==> src/rtl/fxp_chain_pkg.sv <==
package fxp_chain_pkg;
  typedef enum logic {
    OVF_WRAP = 1'b0,
    OVF_SAT  = 1'b1
  } ovf_mode_e;
endpackage

==> src/rtl/fxp_mul_sel.sv <==
// Selects the raw value and its binary point: bypass for a first operand,
// full-precision product otherwise.
module fxp_mul_sel #(
  parameter int IN_W     = 8,
  parameter int FC_W     = 4,
  parameter int OUT_W    = 10,
  parameter int OUT_FRAC = 4,
  localparam int PROD_W  = OUT_W + IN_W,
  localparam int RF_W    = $clog2(OUT_FRAC + (1 << FC_W))
) (
  input  logic signed [OUT_W-1:0]  acc_i,
  input  logic signed [IN_W-1:0]   op_i,
  input  logic        [FC_W-1:0]   op_frac_i,
  input  logic                     first_i,
  output logic signed [PROD_W-1:0] raw_o,
  output logic        [RF_W-1:0]   raw_frac_o
);
  always_comb begin
    if (first_i) begin
      raw_o      = PROD_W'(op_i);
      raw_frac_o = RF_W'(op_frac_i);
    end else begin
      raw_o      = PROD_W'(acc_i) * PROD_W'(op_i);
      raw_frac_o = RF_W'(OUT_FRAC) + RF_W'(op_frac_i);
    end
  end
endmodule

==> src/rtl/fxp_requant.sv <==
// Aligns a raw value to the output binary point, floors, then clamps or wraps.
module fxp_requant
  import fxp_chain_pkg::*;
#(
  parameter int IN_W     = 8,
  parameter int FC_W     = 4,
  parameter int OUT_W    = 10,
  parameter int OUT_FRAC = 4,
  localparam int PROD_W  = OUT_W + IN_W,
  localparam int RF_W    = $clog2(OUT_FRAC + (1 << FC_W)),
  localparam int EXT_W   = PROD_W + OUT_FRAC + 1
) (
  input  logic signed [PROD_W-1:0] raw_i,
  input  logic        [RF_W-1:0]   raw_frac_i,
  input  logic                     sat_i,
  output logic signed [OUT_W-1:0]  res_o,
  output logic                     ovf_o
);
  localparam logic [RF_W-1:0] OF_R = RF_W'(OUT_FRAC);
  localparam logic signed [OUT_W-1:0] MAX_V = {1'b0, {(OUT_W-1){1'b1}}};
  localparam logic signed [OUT_W-1:0] MIN_V = {1'b1, {(OUT_W-1){1'b0}}};

  logic signed [EXT_W-1:0] ext, aligned;
  logic        [EXT_W-OUT_W:0] upper;
  ovf_mode_e mode;

  assign mode = ovf_mode_e'(sat_i);
  assign ext  = EXT_W'(raw_i);

  always_comb begin
    if (raw_frac_i >= OF_R) aligned = ext >>> (raw_frac_i - OF_R);  // floor
    else                    aligned = ext <<< (OF_R - raw_frac_i);
  end

  assign upper = aligned[EXT_W-1:OUT_W-1];
  assign ovf_o = !((&upper) || (~|upper));

  always_comb begin
    res_o = aligned[OUT_W-1:0];
    if (ovf_o && mode == OVF_SAT) res_o = aligned[EXT_W-1] ? MIN_V : MAX_V;
  end
endmodule

==> src/rtl/fxp_chain_ctrl.sv <==
// Running value, sticky overflow and result strobe.
module fxp_chain_ctrl #(
  parameter int OUT_W = 10
) (
  input  logic                    clk_i,
  input  logic                    rst_ni,
  input  logic                    take_i,
  input  logic                    first_i,
  input  logic                    last_i,
  input  logic signed [OUT_W-1:0] conv_i,
  input  logic                    conv_ovf_i,
  output logic signed [OUT_W-1:0] acc_o,
  output logic                    ovf_o,
  output logic                    vld_o,
  output logic                    rdy_o
);
  logic signed [OUT_W-1:0] acc_q;
  logic ovf_q, vld_q, rdy_q;

  always_ff @(posedge clk_i or negedge rst_ni) begin
    if (!rst_ni) begin
      acc_q <= '0;
      ovf_q <= 1'b0;
      vld_q <= 1'b0;
      rdy_q <= 1'b0;
    end else begin
      rdy_q <= 1'b1;
      vld_q <= take_i && last_i;
      if (take_i) begin
        acc_q <= conv_i;
        ovf_q <= first_i ? conv_ovf_i : (ovf_q | conv_ovf_i);
      end
    end
  end

  assign acc_o = acc_q;
  assign ovf_o = ovf_q;
  assign vld_o = vld_q;
  assign rdy_o = rdy_q;

  a_r5_valid_after_last: assert property (@(posedge clk_i) disable iff (!rst_ni)
    (take_i && last_i) |=> vld_o);
  a_r5_valid_single: assert property (@(posedge clk_i) disable iff (!rst_ni)
    !(take_i && last_i) |=> !vld_o);
  a_r9_hold_when_idle: assert property (@(posedge clk_i) disable iff (!rst_ni)
    !take_i |=> ($stable(acc_o) && $stable(ovf_o)));
  a_r8_ovf_sticky: assert property (@(posedge clk_i) disable iff (!rst_ni)
    (take_i && !first_i && ovf_o) |=> ovf_o);
  a_r8_ovf_restart: assert property (@(posedge clk_i) disable iff (!rst_ni)
    (take_i && first_i && !conv_ovf_i) |=> !ovf_o);
endmodule

==> src/rtl/fxp_chain_mul.sv <==
module fxp_chain_mul
  import fxp_chain_pkg::*;
#(
  parameter int IN_W     = 8,
  parameter int FC_W     = 4,
  parameter int OUT_W    = 10,
  parameter int OUT_FRAC = 4
) (
  input  logic                    clk_i,
  input  logic                    rst_ni,
  input  logic                    valid_i,
  output logic                    ready_o,
  input  logic signed [IN_W-1:0]  op_i,
  input  logic        [FC_W-1:0]  op_frac_i,
  input  logic                    first_i,
  input  logic                    last_i,
  input  logic                    sat_mode_i,
  output logic signed [OUT_W-1:0] res_o,
  output logic                    res_valid_o,
  output logic                    ovf_o
);
  localparam int PROD_W = OUT_W + IN_W;
  localparam int RF_W   = $clog2(OUT_FRAC + (1 << FC_W));
  localparam logic signed [OUT_W-1:0] MAX_V = {1'b0, {(OUT_W-1){1'b1}}};
  localparam logic signed [OUT_W-1:0] MIN_V = {1'b1, {(OUT_W-1){1'b0}}};

  logic signed [PROD_W-1:0] raw;
  logic        [RF_W-1:0]   raw_frac;
  logic signed [OUT_W-1:0]  conv, acc;
  logic                     conv_ovf, take;

  assign take = valid_i && ready_o;

  fxp_mul_sel #(.IN_W(IN_W), .FC_W(FC_W), .OUT_W(OUT_W), .OUT_FRAC(OUT_FRAC)) u_sel (
    .acc_i(acc), .op_i(op_i), .op_frac_i(op_frac_i), .first_i(first_i),
    .raw_o(raw), .raw_frac_o(raw_frac)
  );

  fxp_requant #(.IN_W(IN_W), .FC_W(FC_W), .OUT_W(OUT_W), .OUT_FRAC(OUT_FRAC)) u_rq (
    .raw_i(raw), .raw_frac_i(raw_frac), .sat_i(sat_mode_i),
    .res_o(conv), .ovf_o(conv_ovf)
  );

  fxp_chain_ctrl #(.OUT_W(OUT_W)) u_ctrl (
    .clk_i(clk_i), .rst_ni(rst_ni), .take_i(take), .first_i(first_i), .last_i(last_i),
    .conv_i(conv), .conv_ovf_i(conv_ovf),
    .acc_o(acc), .ovf_o(ovf_o), .vld_o(res_valid_o), .rdy_o(ready_o)
  );

  assign res_o = acc;

  a_r6_sat_limit: assert property (@(posedge clk_i) disable iff (!rst_ni)
    (take && sat_mode_i && conv_ovf) |=> (res_o == MAX_V || res_o == MIN_V));
  a_r4_floor_keeps_sign: assert property (@(posedge clk_i) disable iff (!rst_ni)
    (take && !conv_ovf && raw < 0) |=> (res_o < 0));
  a_r8_ovf_seen: assert property (@(posedge clk_i) disable iff (!rst_ni)
    (take && conv_ovf) |=> ovf_o);
endmodule

==> config.mk <==
export PLATFORM = sky130hd
export DESIGN_NAME = fxp_chain_mul
export DESIGN_NICKNAME = d
export VERILOG_FILES = /design/src/rtl/fxp_chain_pkg.sv /design/src/rtl/fxp_mul_sel.sv /design/src/rtl/fxp_requant.sv /design/src/rtl/fxp_chain_ctrl.sv /design/src/rtl/fxp_chain_mul.sv
export SDC_FILE = /design/constraint.sdc
export NUM_CORES = 1
export LEC_CHECK = 0
export BUFFER_PORTS_ARGS = -buffer_cell sky130_fd_sc_hd__buf_4
export CORE_MARGIN = 2
export CORE_UTILIZATION = 35
export CTS_CLUSTER_SIZE = 40
export DETAILED_ROUTE_END_ITERATION = 12
export MAX_ROUTING_LAYER = met4
export PLACE_DENSITY = 0.61
export SLEW_MARGIN = 20
export SYNTH_ARGS = -nofsm -noshare
export SYNTH_HDL_FRONTEND = slang
export SYNTH_SLANG_ARGS = --single-unit
==> constraint.sdc <==
create_clock -name clk_i -period 19 [get_ports clk_i]
set_input_delay 2.85 -clock clk_i [delete_from_list [all_inputs] [get_ports clk_i]]
set_output_delay 2.85 -clock clk_i [all_outputs]
set_load 0.1 [all_outputs]
* Word-level counts from Yosys, hierarchy flattened
Cells that the tools add are included.
** Storage, ports and cells
- Logic and storage cells :: 26
- Output and inout bits :: 13
- Input port bits :: 18
- Register bits after elaboration :: 13
** Cells by class
- $mul :: 1
- Shift operators :: 2
- $add $sub $neg :: 3
- Reductions and logical operators :: 8
- Multiplexer cells :: 6
- Bitwise operators :: 1
- Magnitude comparators :: 1
** Operators with widths (count)
- 23-bit two-way mux :: 1
- 18-bit by 5-bit <<< shifter with 23-bit output :: 1
- 18-bit by 5-bit >>> shifter with 23-bit output :: 1
- 10-bit two-way mux :: 2
- 10-bit by 8-bit multiplier with 18-bit output :: 1
- 18-bit two-way mux :: 1
- 14-bit AND reduction :: 1
- 14-bit OR reduction :: 1
- 3-bit by 4-bit adder with 5-bit output (first input constant) :: 1
- 5-bit by 3-bit >= comparator with 1-bit output (second input constant) :: 1
- 5-bit two-way mux :: 1
- 3-bit by 5-bit subtractor with 5-bit output (first input constant) :: 1
- 5-bit by 3-bit subtractor with 5-bit output (second input constant) :: 1
- 1-bit logical AND :: 3
- 1-bit zero test :: 2
- 1-bit logical OR :: 1
- 1-bit two-way mux :: 1
- 1-bit bitwise OR :: 1

* Longest topological paths before layout
- Depth in word-level cells :: 11
- Depth in mapped cells :: 26

* Hierarchy
Synthesis repeated with hierarchy kept, for this count alone.
** Second synthesis, totals
- Cell total of the unflattened synthesis :: 764
- Area total of the unflattened synthesis :: 6411.1 sq um
** Modules (own cells, without submodules)
- fxp_mul_sel :: seq. area each 0.0 sq um, area an instance 3265.6 sq um, instances 1, cells an instance 380
- fxp_requant :: seq. area each 0.0 sq um, area an instance 2666.3 sq um, instances 1, cells an instance 355
- fxp_chain_ctrl :: seq. area each 325.3 sq um, area an instance 473.0 sq um, instances 1, cells an instance 28
- fxp_chain_mul :: seq. area each 0.0 sq um, area an instance 6.3 sq um, instances 1, cells an instance 1

* Worst setup path before layout
No wires, ideal clock.
- Path type :: input-to-reg
- From :: input op_i[7]
- To :: register u_ctrl.acc_q[9], in the netlist u_ctrl.acc_o[9]
- Stages on the path :: 23
- Arrival time :: 8.870 ns
- Buffers on the path :: 2
- Setup time :: 0.124 ns
- Required time :: 18.876 ns
- Path slack :: 10.006 ns
- Path through :: clkbuf_1 inv_1 nor2_1 fa_1 fa_1 fa_1 inv_1 fa_1 inv_1 ha_1 buf_2 nand2_1 nand2_1 o2111ai_4 a31oi_4 xnor2_2 a2111oi_0 a2111oi_2 o211ai_1 or4b_1 o41a_4 nor4bb_4 a211o_1
** On the way
- Longest elaborated chain between the ends :: 10
- Elaborated cells on any way between the ends :: 13
** RTL lines
- from (decl) :: line fxp_chain_mul.sv:13 : input logic signed [IN_W-1:0] op_i,
- 10-bit by 8-bit multiplier with 18-bit output :: line fxp_mul_sel.sv:23 : raw_o = PROD_W'(acc_i) * PROD_W'(op_i);
- 18-bit two-way mux (*) :: line fxp_mul_sel.sv:19 : if (first_i) begin
- 18-bit by 5-bit <<< shifter with 23-bit output or 18-bit by 5-bit >>> shifter with 23-bit output (tied branches) :: line fxp_requant.sv:32, fxp_requant.sv:31
- 23-bit two-way mux (*) :: line fxp_requant.sv:31 : if (raw_frac_i >= OF_R) aligned = ext >>> (raw_frac_i - OF_R);
- 14-bit OR reduction :: line fxp_requant.sv:36 : assign ovf_o = !((&upper) || (~|upper));
- 1-bit zero test :: line fxp_requant.sv:36
- 1-bit logical OR :: line fxp_requant.sv:36
- 1-bit zero test :: line fxp_requant.sv:36
- 1-bit logical AND :: line fxp_requant.sv:40 : if (ovf_o && mode == OVF_SAT) res_o = aligned[EXT_W-1] ? MIN_V : MAX_V;
- 10-bit two-way mux (*) :: line fxp_requant.sv:40
- to (signal assigned) :: line fxp_chain_ctrl.sv:30 : acc_q <= conv_i;
- to (decl) :: line fxp_chain_ctrl.sv:17 : logic signed [OUT_W-1:0] acc_q;
Mark *: on every way between the ends. The rest lies on a longest branch, timed or not.
A chain may end at the register's enable or synchronous reset.

* Worst setup path in the final report
- From :: input op_i[2]
- To :: register u_ctrl.acc_q[9], in the netlist u_ctrl.acc_o[9]
The elaborated chain is that of the path after synthesis.

==> metrics.md <==
| Metric | Value |
|---|---|
| CP required | 19.12 ns |
| Core ar. | 20900 µm² |
| Most common cell after layout, fill and taps aside | inv_1 |
| Clock sinks | 13 |
| First-pass GRT wire length | 39000 µm |
| Hold Crit Depth | 1 |
| HPWL Detailed | 19000 µm |
| # rows | 53 |
| Status | finished, final reports clean |
| Initial Util | 35.4% |
| Top_reg_cell synth | dfrtp_1 |
| Worst-margin pin slew | 1.02 ns |
| Final nets | 1047 |
| Routed length per instance | 20.2 µm |
| Setup crit end kind | flip-flop |
| Synth unique cells | 108 |
| Hold wc startpoint | u_ctrl.ovf_o |
| All-Layer GR Usage | 22.8% |
| Reg-to-reg endpoint | u_ctrl.acc_o[9] |
| TritonCTS Buffers | 3 |
| Tmin final | 9.47 ns |
| Syn nets | 1072 |
| Number of flops mapped to enable cells by yosys | 0 |
| Worst Hold End | u_ctrl.ovf_o |
| Port Buffer Count | 30 |
| Average size of a mapped cell | 7.78 µm² |
| Clk root buf | clkbuf_16 |
| Clock skew | 0.00459 ns |
| Vias in the first global route | 6898 |
| Setup bufs post-CTS | 0 |
| Starting DRC count in detailed routing | 656 |
| RSZ-0062 raised after global routing | false |
| WS Path Type | in2reg |
| Die width | 149 µm |
| Yosys warnings | 0 |
| # diodes | 0 |
| Clock Latency Late Sink | 0.24 ns |
| Vias | 7125 |
| Max Fclk | 106 MHz |
| IO Count | 31 |
| Top Family by Delay on Critical Path | adder cells |
| Total grt overflow | 0 |
| # DRC | 0 |
| DR pass1 iterations | 5 |
| Worst R2R Setup Slack | 11.72 ns |
| Reg2reg path depth | 21 |
| CTS resizes | 0 |
| Clock Pin Slew Worst Setup and Hold Paths | 0.04 ns |
| GP Congestion | 0.980 |
| Critical Path, Cell by Cell | buf_4 > nand2_1 > fa_1 > inv_1 > fa_1 > fa_1 > inv_1 > fa_1 > inv_1 > ha_1 > a21oi_1 > nand2_1 > o2111ai_4 > a31oi_4 > xnor2_2 > a2111oi_0 > a2111oi_2 > o211ai_1 > or4b_1 > o41a_4 > nor4bb_4 > a211o_1 |
| Mapped Cells | 949 |
| Post-CTS Hold Fix Bufs | 0 |
| Die height | 149 µm |
| Post-Route Setup TNS | 0 ns |
| Most frequent cells in the layout | inv_1, nand2_1, nor2_1, fa_1 |
| Worst Path Arrival | 9.59 ns |
| Worst Path Buf+Inv | 4 |
| CP dominant cell by count | fa_1 |
| Post-synthesis register bit count | 13 |
| Slowest cell on the critical path | or4b_1 |
| Die ar. | 22300 µm² |
| H-tree depth | 1 |
| Detailed-route vias per instance | 5.95 |
| CTS tree | built |
| Fin. Hold Viols | 0 |
| Initial antenna violation count | 0 |
| Final core occ | 37.0% |
| Max_cap viols | 0 |
| Largest net degree at the start of global routing | 56 |
| ANT nets after route | 0 |
| DRT Wirelength | 24200 µm |
| Reg2reg start | u_ctrl.acc_o[7] |
| Synth async-reset ratio | 100% |
| CP peak stage delay | 0.57 ns |
| Final setup fails | 0 |
| Worst-case clock buffer depth | 2 |
| Fraction of layout cells with a size suffix above 1 | 12.6% |
| Area Growth Syn to Fin | 4.51% |
| Crit share post-route | 49.8% |
| CP Max Fanout | 16 |
| Launching element type of the critical path | primary input |
| Worst hold path class | reg2reg |
| Netlist Area Pre-Place | 7390 µm² |
| Final Max Tran Viols | 0 |
| Max_slew headroom | 32.3% |
| Register area share after synthesis | 4.40% |
Yosys cell counts (18+ instances only):
cell	count	area share (%)
a21oi_1	48	3.3
and2_1	48	4.1
clkbuf_1	37	1.9
fa_1	67	18
ha_1	38	6.4
inv_1	105	5.3
nand2_1	93	4.7
nand2b_1	18	1.5
nor2_1	71	3.6
nor3_1	26	1.8
o211ai_1	31	3.2
o21ai_0	34	2.3
state kept, by name, summed over array words and instances (netlist names):
name	cells
u_ctrl.acc_o	10
u_ctrl.ovf_o	1
u_ctrl.rdy_o	1
u_ctrl.vld_o	1
cell families (layout without fill, tap and decap cells):
family,Yosys count,in the layout,share of synthesized area (%)
simple gates,337,337,23.6
compound gates,262,262,27.7
buf+inv,175,149,10.5
fa+ha+maj,105,105,24.6
mux,34,34,6.03
xor+xnor,22,22,3.07
flops,13,13,4.40
other cells,1,1,0.0508
how the worst max path moves through the flow:
stage | from | to | slack, ns | depth (start not counted)
after floorplan | op_i[7] | u_ctrl.acc_o[9] | 10.01 | 23
after global placement | op_i[2] | u_ctrl.acc_o[9] | 9.42 | 22
after detailed placement | op_i[2] | u_ctrl.acc_o[9] | 9.31 | 22
after CTS | op_i[2] | u_ctrl.acc_o[9] | 9.54 | 22
after global routing | op_i[2] | u_ctrl.acc_o[0] | 9.10 | 22
final | op_i[2] | u_ctrl.acc_o[9] | 9.53 | 22
metrics by stage:
step	hold slack, ns	instances	setup slack [ns]	cell area, µm²
final	0.508	1198	9.53	7720
after global routing	0.541	1198	9.10	7720
after CTS	0.511	1198	9.54	7720
after detailed placement	0.501	1194	9.31	7640
after global placement	0.496	1194	9.42	7640
after floorplan	1.02	949	10.01	7390
routing by layer:
layer  vias up  routed length, µm  track usage, %
met3        51               1880            3.21
met2       310              10800            35.0
met1      3446              10900            31.8
met4         0                626            5.62
li1       3318                  -               -
met5         -                  0               -
cell type report:
cell class | count | area [µm²]
Timing Repair Buffer | 38 | 285
Fill cell | 2214 | 13200
Sequential cell | 13 | 325
Clock buffer | 4 | 78.8
Multi-Input combinational cell | 761 | 6280
Inverter | 107 | 402
Tap cell | 275 | 344
Power is not shown: default switching activity piles up to over one toggle a cycle in this logic, so the estimate is an artifact.
